## config.mk

```make
export PLATFORM = sky130hd
export DESIGN_NAME = pwm_deadband_gen
export DESIGN_NICKNAME = d
export VERILOG_FILES = /design/src/rtl/pwm_dbt_pkg.sv /design/src/rtl/pwm_regs.sv /design/src/rtl/pwm_timebase.sv /design/src/rtl/pwm_edge_delay.sv /design/src/rtl/pwm_trip.sv /design/src/rtl/pwm_deadband_gen.sv
export SDC_FILE = /design/constraint.sdc
export NUM_CORES = 1
export LEC_CHECK = 0
export BUFFER_PORTS_ARGS = -buffer_cell sky130_fd_sc_hd__buf_4
export CAP_MARGIN = 25
export CORE_MARGIN = 10
export CORE_UTILIZATION = 50
export DETAILED_ROUTE_END_ITERATION = 10
export PLACE_DENSITY = 0.67
export SYNTH_ARGS = -nofsm -noshare
export SYNTH_HDL_FRONTEND = slang
export SYNTH_SLANG_ARGS = --single-unit
```

## constraint.sdc

```tcl
create_clock -name clk -period 3 [get_ports clk]
set_clock_uncertainty 0.1 [all_clocks]
set_input_delay 0.45 -clock clk [delete_from_list [all_inputs] [get_ports clk]]
set_output_delay 0.45 -clock clk [all_outputs]
set_load 0.1 [all_outputs]
```

## src/rtl/pwm_dbt_pkg.sv

```systemverilog
package pwm_dbt_pkg;

    typedef enum logic [2:0] {
        SEL_PERIOD = 3'd0,
        SEL_CMPA   = 3'd1,
        SEL_CMPB   = 3'd2,
        SEL_MODE   = 3'd3,
        SEL_GUARD  = 3'd4,
        SEL_TRCLR  = 3'd5
    } reg_sel_e;

    typedef struct packed {
        logic cbc;    // 1: trip self-clears at wrap
        logic compl;  // 1: complementary pair
    } mode_t;

    localparam int NUM_CH = 2;

    function automatic logic sel_hit(input logic we, input logic [2:0] addr, input reg_sel_e sel);
        return we && (reg_sel_e'(addr) == sel);
    endfunction

endpackage

```

## src/rtl/pwm_regs.sv

```systemverilog
module pwm_regs
    import pwm_dbt_pkg::*;
#(
    parameter int CNT_W = 16,
    parameter int DLY_W = 8
) (
    input  logic             clk,
    input  logic             rst,
    input  logic             we,
    input  logic [2:0]       addr,
    input  logic [CNT_W-1:0] wdata,
    output logic [CNT_W-1:0] prd_sh,
    output logic [CNT_W-1:0] cmpa_sh,
    output logic [CNT_W-1:0] cmpb_sh,
    output mode_t            mode,
    output logic [DLY_W-1:0] rise_dly,
    output logic [DLY_W-1:0] fall_dly,
    output logic             trip_clr
);
    always_ff @(posedge clk) begin
        if (rst) begin
            prd_sh   <= '0;
            cmpa_sh  <= '0;
            cmpb_sh  <= '0;
            mode     <= '0;
            rise_dly <= '0;
            fall_dly <= '0;
        end else begin
            if (sel_hit(we, addr, SEL_PERIOD)) prd_sh  <= wdata;
            if (sel_hit(we, addr, SEL_CMPA))   cmpa_sh <= wdata;
            if (sel_hit(we, addr, SEL_CMPB))   cmpb_sh <= wdata;
            if (sel_hit(we, addr, SEL_MODE))   mode    <= mode_t'(wdata[1:0]);
            if (sel_hit(we, addr, SEL_GUARD)) begin
                rise_dly <= wdata[DLY_W-1:0];
                fall_dly <= wdata[2*DLY_W-1:DLY_W];
            end
        end
    end

    assign trip_clr = sel_hit(we, addr, SEL_TRCLR);
endmodule

```

## src/rtl/pwm_timebase.sv

```systemverilog
module pwm_timebase #(
    parameter int CNT_W = 16
) (
    input  logic             clk,
    input  logic             rst,
    input  logic [CNT_W-1:0] prd_sh,
    input  logic [CNT_W-1:0] cmpa_sh,
    input  logic [CNT_W-1:0] cmpb_sh,
    output logic [CNT_W-1:0] cnt,
    output logic [CNT_W-1:0] cmpa_act,
    output logic [CNT_W-1:0] cmpb_act,
    output logic             wrap
);
    logic [CNT_W-1:0] prd_act;

    assign wrap = (cnt == prd_act);

    always_ff @(posedge clk) begin
        if (rst) begin
            cnt      <= '0;
            prd_act  <= '0;
            cmpa_act <= '0;
            cmpb_act <= '0;
        end else if (wrap) begin
            cnt      <= '0;
            prd_act  <= prd_sh;
            cmpa_act <= cmpa_sh;
            cmpb_act <= cmpb_sh;
        end else begin
            cnt <= cnt + 1'b1;
        end
    end
endmodule

```

## src/rtl/pwm_edge_delay.sv

```systemverilog
module pwm_edge_delay #(
    parameter int DLY_W = 8
) (
    input  logic             clk,
    input  logic             rst,
    input  logic             sig_in,
    input  logic [DLY_W-1:0] dly,
    output logic             sig_out
);
    localparam logic [DLY_W-1:0] RUN_MAX = '1;

    logic [DLY_W-1:0] run_q;  // consecutive high samples seen so far

    always_ff @(posedge clk) begin
        if (rst || !sig_in) begin
            run_q   <= '0;
            sig_out <= 1'b0;
        end else begin
            sig_out <= (run_q >= dly);
            if (run_q != RUN_MAX) run_q <= run_q + 1'b1;
        end
    end
endmodule

```

## src/rtl/pwm_trip.sv

```systemverilog
module pwm_trip (
    input  logic clk,
    input  logic rst,
    input  logic trip_in,
    input  logic cbc,
    input  logic clr_wr,
    input  logic wrap,
    output logic trip_flag,
    output logic force_low
);
    always_ff @(posedge clk) begin
        if (rst)                          trip_flag <= 1'b0;
        else if (trip_in)                 trip_flag <= 1'b1;
        else if (clr_wr || (cbc && wrap)) trip_flag <= 1'b0;
    end

    assign force_low = trip_in | trip_flag;
endmodule

```

## src/rtl/pwm_deadband_gen.sv

```systemverilog
module pwm_deadband_gen
    import pwm_dbt_pkg::*;
#(
    parameter int CNT_W = 16,
    parameter int DLY_W = 8
) (
    input  logic             clk,
    input  logic             rst,
    input  logic             cfg_we,
    input  logic [2:0]       cfg_addr,
    input  logic [CNT_W-1:0] cfg_wdata,
    input  logic             trip_in,
    output logic             pwm_a,
    output logic             pwm_b,
    output logic             period_pulse
);
    logic [CNT_W-1:0] prd_sh, cmpa_sh, cmpb_sh;
    logic [CNT_W-1:0] cnt, cmpa_act, cmpb_act;
    logic [DLY_W-1:0] rise_dly, fall_dly;
    mode_t            mode;
    logic             trip_clr, wrap, trip_flag, force_low;
    logic             in_a, in_b;

    logic [NUM_CH-1:0] ch_in;
    logic [NUM_CH-1:0] ch_out;
    logic [DLY_W-1:0]  ch_dly [NUM_CH];

    pwm_regs #(.CNT_W(CNT_W), .DLY_W(DLY_W)) u_regs (
        .clk(clk), .rst(rst), .we(cfg_we), .addr(cfg_addr), .wdata(cfg_wdata),
        .prd_sh(prd_sh), .cmpa_sh(cmpa_sh), .cmpb_sh(cmpb_sh), .mode(mode),
        .rise_dly(rise_dly), .fall_dly(fall_dly), .trip_clr(trip_clr)
    );

    pwm_timebase #(.CNT_W(CNT_W)) u_tb (
        .clk(clk), .rst(rst), .prd_sh(prd_sh), .cmpa_sh(cmpa_sh), .cmpb_sh(cmpb_sh),
        .cnt(cnt), .cmpa_act(cmpa_act), .cmpb_act(cmpb_act), .wrap(wrap)
    );

    assign in_a = (cnt < cmpa_act);
    assign in_b = mode.compl ? ~in_a : (cnt < cmpb_act);

    assign ch_in     = {in_b, in_a};
    assign ch_dly[0] = mode.compl ? rise_dly : '0;
    assign ch_dly[1] = mode.compl ? fall_dly : '0;

    for (genvar g = 0; g < NUM_CH; g++) begin : g_ch
        pwm_edge_delay #(.DLY_W(DLY_W)) u_dly (
            .clk(clk), .rst(rst), .sig_in(ch_in[g]), .dly(ch_dly[g]), .sig_out(ch_out[g])
        );
    end

    pwm_trip u_trip (
        .clk(clk), .rst(rst), .trip_in(trip_in), .cbc(mode.cbc), .clr_wr(trip_clr),
        .wrap(wrap), .trip_flag(trip_flag), .force_low(force_low)
    );

    assign pwm_a        = ch_out[0] & ~force_low;
    assign pwm_b        = ch_out[1] & ~force_low;
    assign period_pulse = wrap;
endmodule

```

==> metrics.md, run 1 <==
| Metric | Value |
|---|---|
| Setup_tns | 0 ps |
| Yosys top cell area share | 0.446 |
| Worst-path clk slew | 60 ps |
| Area grow syn2layout | 14.4% |
| PortBufs | 25 |
| Met1 Use GR | 0.243 |
| PostCTS Resize Cnt | 0 |
| Synthesized Nets | around 900 |
| Slew headroom | 0.404 |
| Clk pwr share | 0.458 |
| Longest Clk Path Bufs | 2 |
| Reg2reg end | g_ch[1].u_dly.run_q[7] |
| Residual DRC count | 0 |
| Post-Layout Cell Count | roughly 1000 |
| Total wire length | 16.2 mm |
| GR peak layer | met2 |
| Avg WL per Cell | ~15 um |
| Combinational share of power | 0.143 |
| Sequential Power Share | 0.399 |
| Initial core utilization | 0.508 |
| Syn_area_per_cell | 7.90 um2 |
| Post-Place Cell Area | 6990 um2 |
| Pin count of the biggest net entering global routing | 88 |
| Worst reg2reg startpoint | u_tb.cnt[11] |
| Starting DRT DRC Count | 313 |
| DP Wirelength | approximately 12 mm |
| Area contributors post-synth | dfxtp_1 45%, nand2_1 14%, a21oi_1 9.9%, ha_1 9.2%, xor2_1 3.3% |
| Post-CTS Setup Bufs | 0 |
| Clk_lat worst skew | 420 ps |
| Max frequency | 386 MHz |
| Hold Path Cell Cnt | 2 |
| Total die area | 18400 um2 |
| Die Y | 136 um |
| Power per cell area | just under 700 nW/um2 |
| Vias in the first global route | about 5300 |
| Distinct cells, synth | 39 |
| Maximum vdd drop | approximately 0.43 mV |
| Core Region | 13200 um2 |
| CP Capture Type | primary output |
| Std-Cell Rows | between 40 and 50 |
| Drt pass-1 iters | 5 |
| Status | finished clean |
| Number of placed instances, taps included | 1016 |
| Sink Count | 149 |
| CTS root buf | clkbuf_16 |
| CTS H-tree lvls | 4 |
| Gpl congestion | 0.916 |
| WHS Endpoint | u_trip.trip_flag |
| Grt met2 use | 0.278 |
| Total Power | 5.22 mW |
| Least-Margin Pin Slew | about 890 ps |
| Met3 Use GR | 0.0445 |
| RSZ-0062 raised after global routing | no |
| Net Sw Frac | 0.267 |
| Hold Crit Class | primary input to flop |
| R2R Setup Slk | approximately 630 ps |
| Number of hold buffers added after CTS | 0 |
| CP arrival | about 2000 ps |
| CTS tree | built |
| Cells after Synth | 847 |
| Critical path type | flop to primary output |
| Antenna violations before repair | 0 |
| Die Width | 136 um |
| Inserted Diodes | 0 |
| Total GRT Usage | 0.181 |
| Post-route cell area | about 7700 um2 |
| CTS buffer count | 17 |
| Share of cells above drive strength 1 | 0.0745 |
| Max Slew Vio Count | 0 |
| Seq cells post-synth | 149 |
| Leak Pwr | 2.88 nW |
| Hold Vio Cnt, Final | 0 |
| HP Start | trip_in |
| CP required | 2450 ps |
| Post-synthesis sequential area ratio | 0.446 |
| First-pass GRT wire length | 26.6 mm |
| Startpoint types | flop |
| Synth Cell Area | 6700 um2 |
| Ports | 26 |
| Psw | 1.40 mW |
| Fill cells | 1214 |
| Register-to-Register Path Depth | 7 |
| Gr ovfl total | 0 |
| Dominant cell type by area after synthesis | dfxtp_1 |
| Via Count | 5614 |
| Min Tclk post-route | 2590 ps |
| Avg Vias per Cell | 5.36 |
| Nets | 931 |
| Final worst path period share | 0.863 |
| Internal power | 3.83 mW |
| Final setup violation count | 0 |
| Worst-path maximum fanout | 6 |
| Max-Cap Viols | 0 |
| Synth warn | 0 |
| ANT nets after route | 0 |
## synthesized netlist by cell type, drive strengths merged
cell,n
nand2b,4
o311ai,1
o21ai,16
a211oi,4
buf,14
nor2,39
nor4b,1
nand4,9
a2111oi,1
dfxtp,149
o21a,3
nor4,4
and3,6
a21o,5
nor3,5
a21oi,132
or4,1
nor3b,3
o211ai,1
xnor2,8
nand2,255
a211o,1
a221oi,1
a31oi,2
xor2,25
ha,49
or3,5
nand3,17
a32oi,1
inv,38
and2,6
clkbuf,26
nor2b,6
mux2i,4
and4,4
o2111ai,1
## worst max-delay path: stages (launching register included)
cell	delay [ps]
dfxtp_1	460
xor2_1	100
nor4_1	350
nand4_1	260
inv_2	150
buf_4	300
## through the flow
step	hold WS (ps)	util	worst slack, ps
floorplan	332	-	803
global placement	337	0.530	740
detailed placement	344	0.530	637
CTS	190	0.581	400
global route	194	0.581	233
finish	202	0.581	412
## logic make-up (layout without fill, tap and decap cells)
| logic type | after synthesis | in the layout | synth area share |
|---|---|---|---|
| compound gates | 169 | 169 | 0.136 |
| xor+xnor | 33 | 33 | 0.0432 |
| fa+ha+maj | 49 | 49 | 0.0916 |
| buf+inv | 78 | 103 | 0.0480 |
| flops | 149 | 149 | 0.446 |
| mux | 4 | 4 | 0.00598 |
| simple gates | 365 | 365 | 0.230 |
## worst max path at each step
stage	start	to	slack, ps	cells after the start
CTS	u_tb.cnt[9]	period_pulse	400	5
detailed placement	u_tb.cnt[14]	g_ch[1].u_dly.run_q[7]	640	7
global route	u_tb.cnt[9]	period_pulse	230	5
floorplan	trip_in	pwm_a	800	1
global placement	u_tb.cnt[11]	g_ch[0].u_dly.run_q[6]	740	7
finish	u_tb.cnt[14]	period_pulse	410	5
## sequential cells by signal, indices dropped and copies added, names as in the netlist, 16 cells and up
name and cells:
u_tb.cmpa_act 16, u_tb.prd_act 16, u_regs.cmpa_sh 16, u_regs.cmpb_sh 16, u_tb.cnt 16, u_regs.prd_sh 16
u_tb.cmpb_act 16, g_ch.u_dly.run_q 16
## final cells by class
type / count / area [um2] / area share
Sequential cell: 149 / 2980 / 0.389
Inverter: 38 / 143 / 0.0186
Clock inverter: 9 / 198 / 0.0258
Clock buffer: 23 / 468 / 0.0611
Timing Repair Buffer: 33 / 248 / 0.0323
Multi-Input combinational cell: 620 / 3400 / 0.444
Tap cell: 176 / 220 / 0.0287
## layer usage
metal / vias to the layer above / wire (um)
met2: 110 / 7480
met5: - / 0
li1: 2831 / -
met1: 2652 / 7790
met4: 0 / 229
met3: 21 / 652
## cells in the final DEF, fill, tap and decap left out, drive strengths merged, types with 2 or more instances in the layout
| cell type | instances |
|---|---|
| and2 | 6 |
| inv | 38 |
| a21oi | 132 |
| or3 | 5 |
| buf | 33 |
| bufinv | 6 |
| ha | 49 |
| a21o | 5 |
| o21a | 3 |
| clkbuf | 23 |
| and4 | 4 |
| nand3 | 17 |
| a211oi | 4 |
| nand2 | 255 |
| and3 | 6 |
| mux2i | 4 |
| a31oi | 2 |
| nor3b | 3 |
| nor3 | 5 |
| o21ai | 16 |
| clkinv | 2 |
| nand4 | 9 |
| dfxtp | 149 |
| xnor2 | 8 |
| nor4 | 4 |
| nand2b | 4 |
| nor2 | 39 |
| nor2b | 6 |
| xor2 | 25 |
## power groups by stage
stage               registers [mW]  clock network [mW]  logic [mW]
finish                        2.09                2.39       0.746
global route                  2.09                2.50       0.829
CTS                           2.08                2.43       0.749
detailed placement            2.13                   0       0.748
global placement              2.12                   0       0.728
floorplan                     2.11                   0       0.563
Note: power is estimated with default switching activity, not from simulation.
==> inputs of run 2 (changes only) <==
- ABC_AREA: default -> 1
==> run 2 against run 1 <==
  * First-iteration DRC count is 28% higher
  * Sequential share of layout area shrank 0.25 points
  * Register-to-register slack improved by 40 ps
  * Combinational power grew to 3.1 times the previous value
  * Critical path depth grew 1
  * Via count fell by 1.3%
  * Global-route usage decreased by 1.3 points
  * Critical path type unchanged
  * Critical endpoint unchanged
==> metrics.md, run 2 <==
| Metric | Value |
|---|---|
| Final core occ | 0.580 (-0.000827) |
| Total die area | 18600 um2 (+1.2%) |
| Register-to-Register Path Depth | 7 (unchanged) |
| Worst-path clk slew | 60 ps (about the same) |
| Hold Crit Class | primary input to flop |
| Area contributors post-synth | dfxtp_1 44%, nor2_1 11%, o21ai_0 9.2%, ha_1 9.0%, inv_1 4.8% |
| Syn_area_per_cell | 7.57 um2 (-4.3%) |
| Hold Path Cell Cnt | 2 (unchanged) |
| Ys flop type | dfxtp_1 |
| DP Wirelength | 10.6 mm (-7.8%) |
| Number of hold buffers added after CTS | 0 (unchanged) |
| Combinational share of power | 0.329 (+0.186) |
| Max-Cap Viols | 0 (unchanged) |
| Least-Margin Pin Slew | 659 ps (-234 ps) |
| Avg WL per Cell | 13.7 um (-11%) |
| Psw | 2.51 mW (+80%) |
| Reg2reg end | u_tb.cnt[10] |
| Pin count of the biggest net entering global routing | 60 (-32%) |
| Number of flops mapped to enable cells by yosys | 0 (unchanged) |
| Antenna violations before repair | 0 (unchanged) |
| Post-Place Cell Area | 7100 um2 (+1.5%) |
| CTS buffer count | 17 (unchanged) |
| Die Width | 137 um (+0.58%) |
| Longest Clk Path Bufs | 2 (unchanged) |
| Std-Cell Rows | 42 (unchanged) |
| Final worst path period share | 0.920 (+0.0574) |
| Worst-path maximum fanout | 32 (+26) |
| Gr ovfl total | 0 (unchanged) |
| Commonest non-fill, non-tap cell in the layout | nor2_1 |
| Inserted Diodes | 0 (unchanged) |
| Die Y | 137 um (+0.58%) |
| Share of cells above drive strength 1 | 0.0798 (+0.00529) |
| Yosys top cell area share | 0.440 (-0.00600) |
| Nets | 986 (+5.9%) |
| Vias in the first global route | 5135 (-2.7%) |
| CTS H-tree lvls | 4 (unchanged) |
| Synthesized Nets | 969 (+5.4%) |
| Worst path slowest cell | dfxtp_1 |
| Place WS | 568 ps (-69.0 ps) |
| CTS tree | built |
| Max Slew Vio Count | 0 (unchanged) |
| Number of placed instances, taps included | 1071 (+5.4%) |
| Starting DRT DRC Count | 401 (+28%) |
| Post-route cell area | 7710 um2 (+0.65%) |
| WHS Endpoint | u_trip.trip_flag |
| Via Count | 5542 (-1.3%) |
| Net Sw Frac | 0.361 (+0.0941) |
| PortBufs | 25 (unchanged) |
| Sequential Power Share | 0.360 (-0.039) |
| Met3 Use GR | 0.0356 (-0.00895) |
| Dominant cell type by area after synthesis | dfxtp_1 |
| Critical path type | flop to primary output |
| Leak Pwr | 3.35 nW (+16%) |
| Startpoint types | flop |
| Core Region | 13300 um2 (+0.80%) |
| R2R Setup Slk | 670 ps (+40 ps) |
| Area grow syn2layout | 13.6% |
| Synth Cell Area | 6790 um2 (+1.4%) |
| First-pass GRT wire length | 25.2 mm (-5.2%) |
| Max incr delay on CP | 500 ps (+40 ps) |
| Min Tclk post-route | 2760 ps (+172 ps) |
| Maximum vdd drop | 0.545 mV (+27%) |
| Hold Vio Cnt, Final | 0 (unchanged) |
| Final setup violation count | 0 (unchanged) |
| Ys async rst share | 0 (unchanged) |
| GR peak layer | met2 |
| Sink Count | 149 (unchanged) |
| Synth warn | 0 (unchanged) |
| CP required | 2450 ps (about the same) |
| Ports | 26 (unchanged) |
| Most frequent cells in the layout | 205 x nor2_1, 149 x dfxtp_1, 125 x o21ai_0 |
| RSZ-0062 raised after global routing | no |
| Slew headroom | 0.560 (+0.156) |
| Power per cell area | 900 nW/um2 (+32%) |
| Post-synthesis sequential area ratio | 0.440 (-0.00600) |
| Met1 Use GR | 0.226 (-0.0173) |
| Total wire length | 15.1 mm (-6.6%) |
| HP Start | rst |
| Drt pass-1 iters | 5 (unchanged) |
| Total GRT Usage | 0.168 (-0.0133) |
| CTS root buf | clkbuf_16 |
| Clk pwr share | 0.311 (-0.147) |
| Seq cells post-synth | 149 (unchanged) |
| Worst-path cell chain | xnor2_1 -> nand4_1 -> nor2_2 -> nand2_4 -> inv_4 -> buf_6 |
| Post-synth top cells | 205 x nor2_1, 149 x dfxtp_1, 125 x o21ai_0, 87 x inv_1, 82 x nand2_1 |
| Avg Vias per Cell | 5.02 (-6.2%) |
| WP buf/inv | 2 (unchanged) |
| Clk_lat worst skew | 420 ps (about the same) |
| Delay-heaviest family, CP | simple AND/OR/NAND/NOR gates |
| CP arrival | 2210 ps (+170 ps) |
| ANT nets after route | 0 (unchanged) |
| Cells after Synth | 897 (+5.9%) |
| Post-CTS Setup Bufs | 0 (unchanged) |
| Post-Layout Cell Count | 1103 (+5.2%) |
| Worst reg2reg startpoint | u_tb.cnt[11] |
| Distinct cells, synth | 32 (-18%) |
| Count leader, synth | nor2_1 |
| Setup_tns | 0 ps (unchanged) |
| Residual DRC count | 0 (unchanged) |
| CP Capture Type | primary output |
| Status | finished clean |
| Gpl congestion | 0.844 (-7.9%) |
| Internal power | 4.43 mW (+16%) |
| Grt met2 use | 0.259 (-0.0183) |
| Final Worst Setup Slack | 239 ps (-172 ps) |
| Max frequency | 362 MHz (-6.2%) |
| Initial core utilization | 0.510 (+0.00286) |
## run 2: how the worst max path moves through the flow
stage                 start  slack (ps)            to  depth (start not counted)
6_report       u_tb.cnt[11]         240  period_pulse                          6
5_1_grt         u_tb.cnt[8]          50  period_pulse                          6
4_1_cts         u_tb.cnt[8]         100  period_pulse                          6
3_5_place_dp    u_tb.cnt[8]         570  period_pulse                          6
3_3_place_gp    u_tb.cnt[8]         600  period_pulse                          6
2_1_floorplan       trip_in         800         pwm_a                          1
## run 2: logic make-up (layout without fill, tap and decap cells)
family / after synthesis / in the layout / share of synthesized area
and+or+nand+nor: 353 / 353 / 0.216
AOI/OAI and AO/OA: 195 / 195 / 0.146
DFF: 149 / 149 / 0.440
buffers and inverters: 123 / 153 / 0.0723
adders and majority gates: 49 / 49 / 0.0903
xor gates and xnor gates: 28 / 28 / 0.0361
## run 2: metal layers
layer,part of all wire,vias up
met1,0.51,2509
met5,0,-
met2,0.45,61
li1,-,2956
met4,0.014,0
met3,0.027,16
## run 2: cell type report
| class | instances | area [um2] |
|---|---|---|
| sequential | 149 | 2980 |
| clock buffer | 23 | 478 |
| tap | 176 | 220 |
| multi-input combinational | 625 | 3320 |
| fill | 1275 | 5590 |
| clock inverter | 9 | 125 |
| inverter | 89 | 337 |
| timing repair buffer | 32 | 244 |
## run 2: stage by stage
stage	power [mW]	hold WS, ps
5_1_grt	7.44	88.1
2_1_floorplan	4.32	333
3_3_place_gp	4.78	353
3_5_place_dp	4.82	356
6_report	6.94	96.1
4_1_cts	6.99	83.4
## run 2: repair_timing
item | CTS | global route
endpoints found under the setup margin | 0 | 1
hold endpoints to repair | 0 | 0
gates resized for setup | 0 | 2
## run 2: worst register-to-register path, delay by kind of cell (launching register included)
family,cells,cell delay [ps]
and+or+nand+nor,5,1060
DFF,1,500
buffers and inverters,1,470
xor gates and xnor gates,1,120
## run 2: power by group through the flow
stage | combinational [mW] | sequential [mW] | clock (mW)
floorplan | 1.82 | 2.50 | 0
global placement | 2.25 | 2.54 | 0
detailed placement | 2.28 | 2.54 | 0
CTS | 2.30 | 2.50 | 2.19
global route | 2.63 | 2.53 | 2.27
finish | 2.28 | 2.50 | 2.16
==> inputs of run 3 (changes only) <==
- MAX_ROUTING_LAYER: default -> met4
- REMOVE_ABC_BUFFERS: default -> 1
==> run 3 against run 2 <==
  * Wire length is 2.1% lower
  * Count of clock-buffer cells in the layout unchanged
  * Sequential power barely moved
  * Die area unchanged
  * Combinational power decreased by 3%
  * Sequential cell count unchanged
  * Critical path type unchanged
  * Highest routed layer unchanged
==> metrics.md, run 3 (synthesized netlist as in run 2, its figures left out) <==
| Metric | Value |
|---|---|
| CTS buffer count | 17 (unchanged) |
| Final worst path period share | 0.905 (-0.0151) |
| Drt pass-1 iters | 5 (unchanged) |
| Initial core utilization | 0.510 (unchanged) |
| Share of cells above drive strength 1 | 0.0777 (-0.00216) |
| Fill cells | 1239 (-2.8%) |
| First-pass GRT wire length | 25.4 mm (+0.80%) |
| Final setup violation count | 0 (unchanged) |
| Sink Count | 149 (unchanged) |
| Critical path type | flop to primary output |
| Starting DRT DRC Count | 431 (+7.5%) |
| Max frequency | 368 MHz (+1.7%) |
| Status | finished clean |
| Gr ovfl total | 0 (unchanged) |
| Inserted Diodes | 0 (unchanged) |
| Most frequent cells in the layout | 205 x nor2_1, 149 x dfxtp_1, 125 x o21ai_0 |
| PortBufs | 25 (unchanged) |
| Hold Crit Class | primary input to flop |
| CTS root buf | clkbuf_16 |
| Longest Clk Path Bufs | 2 (unchanged) |
| Worst-path maximum fanout | 18 (-44%) |
| Maximum vdd drop | 0.519 mV (-4.7%) |
| Max-Cap Viols | 0 (unchanged) |
| Total GRT Usage | 0.174 (+0.00570) |
| CP arrival | 2170 ps (-40 ps) |
| Worst-path cell chain | xnor2_1 -> nand4_1 -> nor2_2 -> nand2_4 -> clkinv_2 -> buf_4 |
| Core Region | 13300 um2 (unchanged) |
| Gpl congestion | 0.856 (+1.4%) |
| Die Width | 137 um (unchanged) |
| Via Count | 5567 (+0.45%) |
| CP required | 2450 ps (about the same) |
| Residual DRC count | 0 (unchanged) |
| Startpoint types | flop |
| CTS H-tree lvls | 4 (unchanged) |
| Slew headroom | 0.541 (-0.0192) |
| DP Wirelength | 10.4 mm (-1.6%) |
| Avg WL per Cell | 13.4 um (-2.1%) |
| Worst path slowest cell | dfxtp_1 |
| Clk_lat worst skew | 420 ps (about the same) |
| Antenna violations before repair | 0 (unchanged) |
| CTS tree | built |
| Total die area | 18600 um2 (unchanged) |
| Total Power | 7.06 mW (+1.8%) |
| Nets | 986 (unchanged) |
| Hold Vio Cnt, Final | 0 (unchanged) |
| Post-Layout Cell Count | 1103 (unchanged) |
| Least-Margin Pin Slew | 688 ps (+28.7 ps) |
| Die Y | 137 um (unchanged) |
| ANT nets after route | 0 (unchanged) |
| Leak Pwr | 3.37 nW (+0.57%) |
| Pin count of the biggest net entering global routing | 68 (+13%) |
| Net Sw Frac | 0.350 (-0.0112) |
| Psw | 2.47 mW (-1.4%) |
| Min Tclk post-route | 2720 ps (-45.2 ps) |
| Vias in the first global route | 5218 (+1.6%) |
| Post-CTS Setup Bufs | 0 (unchanged) |
| Power per cell area | 912 nW/um2 (+1.3%) |
| Sequential Power Share | 0.355 (-0.005) |
| Combinational share of power | 0.314 (-0.015) |
| Number of hold buffers added after CTS | 0 (unchanged) |
| Avg Vias per Cell | 5.05 (+0.45%) |
| Worst-path clk slew | 60 ps (about the same) |
| RSZ-0062 raised after global routing | no |
| Max incr delay on CP | 470 ps (-30 ps) |
| Ports | 26 (unchanged) |
| Commonest non-fill, non-tap cell in the layout | nor2_1 |
| Internal power | 4.59 mW (+3.5%) |
| Total wire length | 14.8 mm (-2.1%) |
| CP Capture Type | primary output |
| Number of placed instances, taps included | 1071 (unchanged) |
| PostCTS Resize Cnt | 0 (unchanged) |
| Area grow syn2layout | 14.1% |
| Std-Cell Rows | 42 (unchanged) |
| Clk pwr share | 0.331 (+0.020) |
| Max Slew Vio Count | 0 (unchanged) |
run 3: changes by cell type in the layout (fill, tap and decap cells not counted), sizes merged:
| cell | previous run | this run |
|---|---|---|
| bufinv | 3 | 5 |
| clkinvlp | 2 | 1 |
| inv | 89 | 88 |
run 3: per-layer routing:
layer,track usage,routed length (um),vias up,share of wire
met3,0.0352,446,27,0.030
li1,-,-,2965,-
met1,0.229,7530,2503,0.51
met2,0.254,6520,72,0.44
met5,-,0,-,0
met4,0.0722,249,0,0.017
run 3: worst max-delay path, delay by kind of cell (launching register included):
| kind | cells | cell delay [ps] |
|---|---|---|
| xor gates and xnor gates | 1 | 170 |
| DFF | 1 | 470 |
| buffers and inverters | 2 | 570 |
| and+or+nand+nor | 3 | 530 |
run 3: layout make-up:
cell class,instances,area (um2),share of cell area
clock buffers,23,478,0.0617
clock inverters,9,173,0.0223
inverters,89,335,0.0433
multi-input cells,625,3310,0.428
flip-flops and latches,149,2980,0.385
well taps,176,220,0.0284
repair buffers,32,240,0.0310
run 3: worst paths after layout:
| check | start | end | slack [ps] | cells after the start |
|---|---|---|---|---|
| setup / recovery | u_tb.cnt[13] | period_pulse | 280 | 6 |
| hold / removal | rst | u_trip.trip_flag | 100 | 2 |
| setup reg to reg | u_tb.cnt[13] | u_tb.cnt[10] | 760 | 7 |
| hold reg to reg | u_tb.cmpa_act[7] | u_tb.cmpa_act[7] | 360 | 2 |
run 3: power groups by stage:
stage               Sequential (mW)  Clock [mW]  Combinational, mW
global route                   2.55        2.45               2.60
detailed placement             2.55           0               2.24
global placement               2.54           0               2.21
floorplan                      2.50           0               1.67
CTS                            2.51        2.37               2.25
finish                         2.51        2.34               2.22
run 3: through the flow:
| step | hold WS [ps] | instance area [um2] | setup TNS [ps] | utilization | setup WS [ps] |
|---|---|---|---|---|---|
| after floorplan | 335 | 6630 | -376 | - | -188 |
| after global placement | 349 | 7090 | 0 | 0.533 | 756 |
| after detailed placement | 354 | 7090 | 0 | 0.533 | 728 |
| after CTS | 84.7 | 7740 | 0 | 0.582 | 261 |
| after global routing | 92.8 | 7740 | 0 | 0.582 | 102 |
| final | 99.4 | 7740 | 0 | 0.582 | 285 |
